### src/rtl/bsw_pkg.sv
package bsw_pkg;

  typedef enum logic {
    SRC_MAIN = 1'b0,
    SRC_BATT = 1'b1
  } src_e;

  typedef struct packed {
    logic main_ok;
    logic main_hi;
    logic main_lo;
  } cmp_flags_t;

  localparam int unsigned FLAG_W = $bits(cmp_flags_t);

  function automatic logic flags_illegal(cmp_flags_t f);
    return f.main_hi & f.main_lo;
  endfunction

  // Selection rule: trip flag wins, illegal pair and band hold, else margins decide.
  function automatic src_e pick_source(cmp_flags_t f, src_e cur);
    src_e nxt;
    if (f.main_ok)             nxt = SRC_MAIN;
    else if (flags_illegal(f)) nxt = cur;
    else if (f.main_hi)        nxt = SRC_MAIN;
    else if (f.main_lo)        nxt = SRC_BATT;
    else                       nxt = cur;
    return nxt;
  endfunction

endpackage

### src/rtl/bsw_sync.sv
module bsw_sync #(
  parameter int unsigned WIDTH  = 3,
  parameter int unsigned STAGES = 2
) (
  input  logic             clk,
  input  logic             rst_n,
  input  logic [WIDTH-1:0] d_async,
  output logic [WIDTH-1:0] q_sync
);

  localparam int unsigned LAST = STAGES - 1;

  for (genvar b = 0; b < WIDTH; b++) begin : g_bit
    logic [STAGES-1:0] chain;
    always_ff @(posedge clk or negedge rst_n) begin
      if (!rst_n) chain <= '0;
      else        chain <= {chain[STAGES-2:0], d_async[b]};
    end
    assign q_sync[b] = chain[LAST];
  end

endmodule

### src/rtl/bsw_decide.sv
module bsw_decide
  import bsw_pkg::*;
(
  input  logic       clk,
  input  logic       rst_n,
  input  cmp_flags_t flags,
  input  src_e       cur_src,
  output src_e       target_src,
  output logic       illegal_now,
  output logic       err_sticky
);

  assign target_src  = pick_source(flags, cur_src);
  assign illegal_now = flags_illegal(flags);

  always_ff @(posedge clk or negedge rst_n) begin
    if (!rst_n)           err_sticky <= 1'b0;
    else if (illegal_now) err_sticky <= 1'b1;
  end

  p_err_sticky_r8: assert property (@(posedge clk) disable iff (!rst_n)
    err_sticky |=> err_sticky);

  p_err_sets_r8: assert property (@(posedge clk) disable iff (!rst_n)
    illegal_now |=> err_sticky);

  p_trip_wins_r1: assert property (@(posedge clk) disable iff (!rst_n)
    flags.main_ok |-> (target_src == SRC_MAIN));

endmodule

### src/rtl/bsw_commit.sv
module bsw_commit
  import bsw_pkg::*;
#(
  parameter int unsigned HOLD_TICKS = 16
) (
  input  logic clk,
  input  logic rst_n,
  input  src_e target_src,
  output src_e cur_src,
  output logic commit_ev
);

  localparam int unsigned CNT_W   = (HOLD_TICKS > 1) ? $clog2(HOLD_TICKS) : 1;
  localparam int unsigned CNT_MAX = HOLD_TICKS - 1;

  logic [CNT_W-1:0] cnt_q;
  logic             differ;
  logic             at_limit;

  assign differ    = (target_src != cur_src);
  assign at_limit  = (cnt_q == CNT_W'(CNT_MAX));
  assign commit_ev = differ & at_limit;

  always_ff @(posedge clk or negedge rst_n) begin
    if (!rst_n) begin
      cnt_q   <= '0;
      cur_src <= SRC_MAIN;
    end else if (!differ) begin
      cnt_q   <= '0;
    end else if (at_limit) begin
      cnt_q   <= '0;
      cur_src <= target_src;
    end else begin
      cnt_q   <= cnt_q + 1'b1;
    end
  end

  p_commit_after_window_r7: assert property (@(posedge clk) disable iff (!rst_n)
    !$stable(cur_src) |-> $past(cnt_q) == CNT_W'(CNT_MAX));

  p_count_bounded_r7: assert property (@(posedge clk) disable iff (!rst_n)
    cnt_q <= CNT_W'(CNT_MAX));

endmodule

### src/rtl/bsw_top.sv
module bsw_top
  import bsw_pkg::*;
#(
  parameter int unsigned HOLD_TICKS  = 16,
  parameter int unsigned SYNC_STAGES = 2
) (
  input  logic clk,
  input  logic rst_n,
  input  logic cmp_main_ok,
  input  logic cmp_main_hi,
  input  logic cmp_main_lo,
  output logic src_sel,
  output logic batt_on,
  output logic backup_mode,
  output logic flag_err
);

  cmp_flags_t flags_raw;
  cmp_flags_t flags_s;
  logic [FLAG_W-1:0] flags_s_vec;
  src_e target_src;
  src_e cur_src;
  logic illegal_now;
  logic commit_ev;

  assign flags_raw = '{main_ok: cmp_main_ok, main_hi: cmp_main_hi, main_lo: cmp_main_lo};

  bsw_sync #(.WIDTH(FLAG_W), .STAGES(SYNC_STAGES)) u_sync (
    .clk     (clk),
    .rst_n   (rst_n),
    .d_async (flags_raw),
    .q_sync  (flags_s_vec)
  );
  assign flags_s = cmp_flags_t'(flags_s_vec);

  bsw_decide u_decide (
    .clk         (clk),
    .rst_n       (rst_n),
    .flags       (flags_s),
    .cur_src     (cur_src),
    .target_src  (target_src),
    .illegal_now (illegal_now),
    .err_sticky  (flag_err)
  );

  bsw_commit #(.HOLD_TICKS(HOLD_TICKS)) u_commit (
    .clk        (clk),
    .rst_n      (rst_n),
    .target_src (target_src),
    .cur_src    (cur_src),
    .commit_ev  (commit_ev)
  );

  assign src_sel     = cur_src;
  assign batt_on     = (cur_src == SRC_BATT);
  assign backup_mode = (cur_src == SRC_BATT);

  p_to_batt_rule_r3: assert property (@(posedge clk) disable iff (!rst_n)
    $rose(src_sel) |-> $past(!flags_s.main_ok && flags_s.main_lo && !flags_s.main_hi));

  p_to_main_rule_r2: assert property (@(posedge clk) disable iff (!rst_n)
    $fell(src_sel) |-> $past(flags_s.main_ok || (flags_s.main_hi && !flags_s.main_lo)));

  p_band_hold_r4: assert property (@(posedge clk) disable iff (!rst_n)
    (!flags_s.main_ok && !flags_s.main_hi && !flags_s.main_lo) |=> $stable(src_sel));

  p_illegal_hold_r8: assert property (@(posedge clk) disable iff (!rst_n)
    (!flags_s.main_ok && illegal_now) |=> $stable(src_sel));

  p_change_needs_commit_r7: assert property (@(posedge clk) disable iff (!rst_n)
    !$stable(src_sel) |-> $past(commit_ev));

endmodule

### config.mk
export PLATFORM = sky130hd
export DESIGN_NAME = bsw_top
export DESIGN_NICKNAME = d
export VERILOG_FILES = /design/src/rtl/bsw_pkg.sv /design/src/rtl/bsw_sync.sv /design/src/rtl/bsw_decide.sv /design/src/rtl/bsw_commit.sv /design/src/rtl/bsw_top.sv
export SDC_FILE = /design/constraint.sdc
export NUM_CORES = 1
export LEC_CHECK = 0
export BUFFER_PORTS_ARGS = -buffer_cell sky130_fd_sc_hd__buf_2
export CORE_AREA = 2 2 39 41
export CTS_CLUSTER_DIAMETER = 100
export DETAILED_ROUTE_END_ITERATION = 10
export DIE_AREA = 0 0 41 43
export SLEW_MARGIN = 20
export SYNTH_ARGS = -nofsm -noshare
export SYNTH_HDL_FRONTEND = slang
export SYNTH_SLANG_ARGS = --single-unit
### constraint.sdc
create_clock -name clk -period 2 [get_ports clk]
set_input_delay 0 -clock clk [delete_from_list [all_inputs] [get_ports clk]]
set_output_delay 0 -clock clk [all_outputs]
set_load 0.05 [all_outputs]
==> metrics.txt <==
design area=591 µm²; setup slack, reg-to-reg=0.84 ns; Clock Tree Buf Depth=2; slowest CP cell=dfrtp_1; max_slew headroom=81.9%; total power draw=0.464 mW; synthesized area=469 µm²; element type at the critical path end=flip-flop; Vias=295; largest cells by area after synthesis=dfrtp_1, buf_4, a211oi_2; Startpoint Class=flip-flop; Die ar.=1760 µm²; final hold viol count=0; area leader, netlist=dfrtp_1; Final Cycle Share=58.2%; category of the most critical setup path=flip-flop to flip-flop; CTS tree=built; clock power share=40.7%; total CTS buffers=3; Final nets=56; router iterations before antenna repair=2; status=completed; Reg power frac=55.0%; Hold WC Path Type=input pin to asynchronous set/reset pin; first-pass GRT wire length=1.28 mm; switching power=0.0924 mW; initial core utilization=33.9%; Worst VDD drop=0.472 mV; total nets after synthesis=41; Final Core Density=42.7%; Cell Count, Final, Fillers Out=65; pre-CTS WS=0.839 ns; largest family of logic cells by synthesized area=compound AO/OA/AOI/OAI gates; Synth Instances=35; DRC viols=0; Compound-Gate Fraction of Synth Area=14.4%; register area share after synthesis=64.0%; # diodes=0; initial antenna violation count=0; MaxCap Viol Count=0; Crit path required time=2.16 ns; setup repair after global routing missed its margin=no; Sw Ratio=19.9%; Power Dens Cells=785 nW/µm²; Combinational Power Share=4.4%; Root Driver=clkbuf_4; worst-margin pin slew=0.271 ns; Worst Skew=0.000806 ns; final setup vio count=0; Buffers & Inverters on Critical Path=0; Post-CTS Resized=0; drt total wl=693 µm; largest net degree at the start of global routing=13; top cell type's share of synthesized area=64.0%; synth unique cells=21; worst path cell trace=ha_1, nand3_1, o31ai_1, nand2_1; xor/xnor share of the synthesized area=1.87%; fill count=133; vias in the first global route=304; minimum clock period=1.16 ns; Hold Slack=0.134 ns; Max Slew Vio Count=0; total number of yosys warnings=0; Internal=0.371 mW; FF-to-FF path depth=4; DR WL/cell=10.7 µm; Core Area=1380 µm²; Crit path max-delay family=flip-flops; Clock transition at path regs=0.07 ns; Core Rows=14; 1st-iter DRT viols=2; Simple-Gate Fraction of Synth Area=13.1%; Post-Synth Adder-Cell Area=2.67%; share of cells above drive strength 1=36.7%; post-route ant nets=0; Reg-to-Reg End=u_commit.cur_src$_DFFE_PN0P_; HPWL after DPL=483 µm; detail-routed via count per cell=4.54; Avg Inst Size Synth=13.4 µm²; CP arrival=1.32 ns; final setup TNS=0 ns; Crit Path Max Fanout=4; Port-buffer cells=8; post-synthesis register bit count=12; clk_lat worst skew=0.27 ns; CP max stage delay=0.41 ns; global route total overflow=0; slack of the critical path=0.836 ns; Max Freq=859 MHz; mux contribution to synthesized area=0%; die extent in x=41 µm; routability congestion estimate=0.703; worst r2r src=u_commit.cnt_q[0]$_DFF_PN0_; I/O pin count=9; htree depth=1; placed insts=57; area grow syn2layout=25.9%; Sink Count=12; gr usage total=11.4%; Die Y=43 µm; DP Area=514 µm²; Leak=0.269 nW
==> area by class of cell <==
type / instances / area [µm²] / share of cell area [%]
clock buffer: 4 / 36.3 / 6.14
inverter: 1 / 3.75 / 0.636
multi-input combinational: 20 / 150 / 25.4
sequential: 12 / 300 / 50.8
tap: 16 / 20.0 / 3.39
timing repair buffer: 12 / 80.1 / 13.6
==> registers in the layout, summed over array words and instances, names as in the netlist <==
register	flops
u_commit.cur_src	1
u_commit.cnt_q	4
u_sync.g_bit.chain	6
u_decide.err_sticky	1
==> worst max-delay path by stage <==
| stage | slack [ns] | endpoint | start | depth (start not counted) |
|---|---|---|---|---|
| 3_3_place_gp | 0.85 | u_commit.cnt_q[0]$_DFF_PN0_ | u_commit.cnt_q[0]$_DFF_PN0_ | 3 |
| 3_5_place_dp | 0.84 | u_commit.cur_src$_DFFE_PN0P_ | u_commit.cnt_q[0]$_DFF_PN0_ | 4 |
| 4_1_cts | 0.83 | u_commit.cur_src$_DFFE_PN0P_ | u_commit.cnt_q[0]$_DFF_PN0_ | 4 |
| 2_1_floorplan | 0.79 | u_commit.cnt_q[0]$_DFF_PN0_ | u_commit.cur_src$_DFFE_PN0P_ | 2 |
| 6_report | 0.84 | u_commit.cur_src$_DFFE_PN0P_ | u_commit.cnt_q[0]$_DFF_PN0_ | 4 |
| 5_1_grt | 0.64 | u_commit.cur_src$_DFFE_PN0P_ | u_commit.cnt_q[0]$_DFF_PN0_ | 4 |
==> cell usage after synthesis <==
| cell type | instances |
|---|---|
| a22oi_1 | 1 |
| nor2b_2 | 1 |
| and3_1 | 1 |
| inv_1 | 1 |
| nand2_1 | 1 |
| buf_4 | 2 |
| o31ai_1 | 1 |
| a211oi_2 | 1 |
| o21ai_2 | 1 |
| a21oi_1 | 2 |
| nor2_2 | 1 |
| nand3_1 | 2 |
| o21ai_0 | 1 |
| nor2b_1 | 1 |
| xnor2_1 | 1 |
| dfrtp_1 | 12 |
| nand4b_1 | 1 |
| a21o_2 | 1 |
| ha_1 | 1 |
| a21boi_1 | 1 |
| nand3b_2 | 1 |
==> timing repair <==
action | 4_1_cts | 5_1_grt
hold buffers | 4 | 0
setup buffers | 0 | 0
setup endpoints to repair | 0 | 0
hold endpoints to repair | 15 | 0
==> per-layer routing <==
metal  vias to the layer above  global-route usage [%]  wire length, µm
li1                        153                       -                -
met1                       134                    14.9              335
met2                         8                    14.7              322
met3                         0                    4.71               34
met4                         0                    8.00                0
met5                         -                       0                0
==> layout by cell type (no fill, tap or decap) <==
| cell | n |
|---|---|
| nor2b_1 | 1 |
| nand3b_2 | 1 |
| and3_1 | 1 |
| nand2_1 | 1 |
| nor2b_2 | 1 |
| nand4b_1 | 1 |
| o21ai_0 | 1 |
| dfrtp_1 | 12 |
| dlygate4sd3_1 | 4 |
| buf_2 | 8 |
| o31ai_1 | 1 |
| a21oi_1 | 2 |
| xnor2_1 | 1 |
| clkbuf_4 | 3 |
| nand3_1 | 2 |
| a22oi_1 | 1 |
| clkbuf_8 | 1 |
| inv_1 | 1 |
| o21ai_2 | 1 |
| a21boi_1 | 1 |
| a211oi_2 | 1 |
| a21o_2 | 1 |
| ha_1 | 1 |
| nor2_2 | 1 |
==> cell families (layout without fill, tap and decap cells) <==
family,Yosys count,in the layout
adders and majority gates,1,1
DFF,12,12
and+or+nand+nor,9,9
AOI/OAI and AO/OA,9,9
buffers and inverters,3,17
xor gates and xnor gates,1,1
==> power by group through the flow <==
stage                     sequential [mW]  clock (mW)  combinational [mW]
final                               0.255       0.189              0.0203
after global routing                0.256       0.205              0.0232
after CTS                           0.255       0.197              0.0208
after detailed placement            0.260           0              0.0149
after global placement              0.260           0              0.0147
after floorplan                     0.259           0             0.00593
Power figures use the tool's default switching activity.
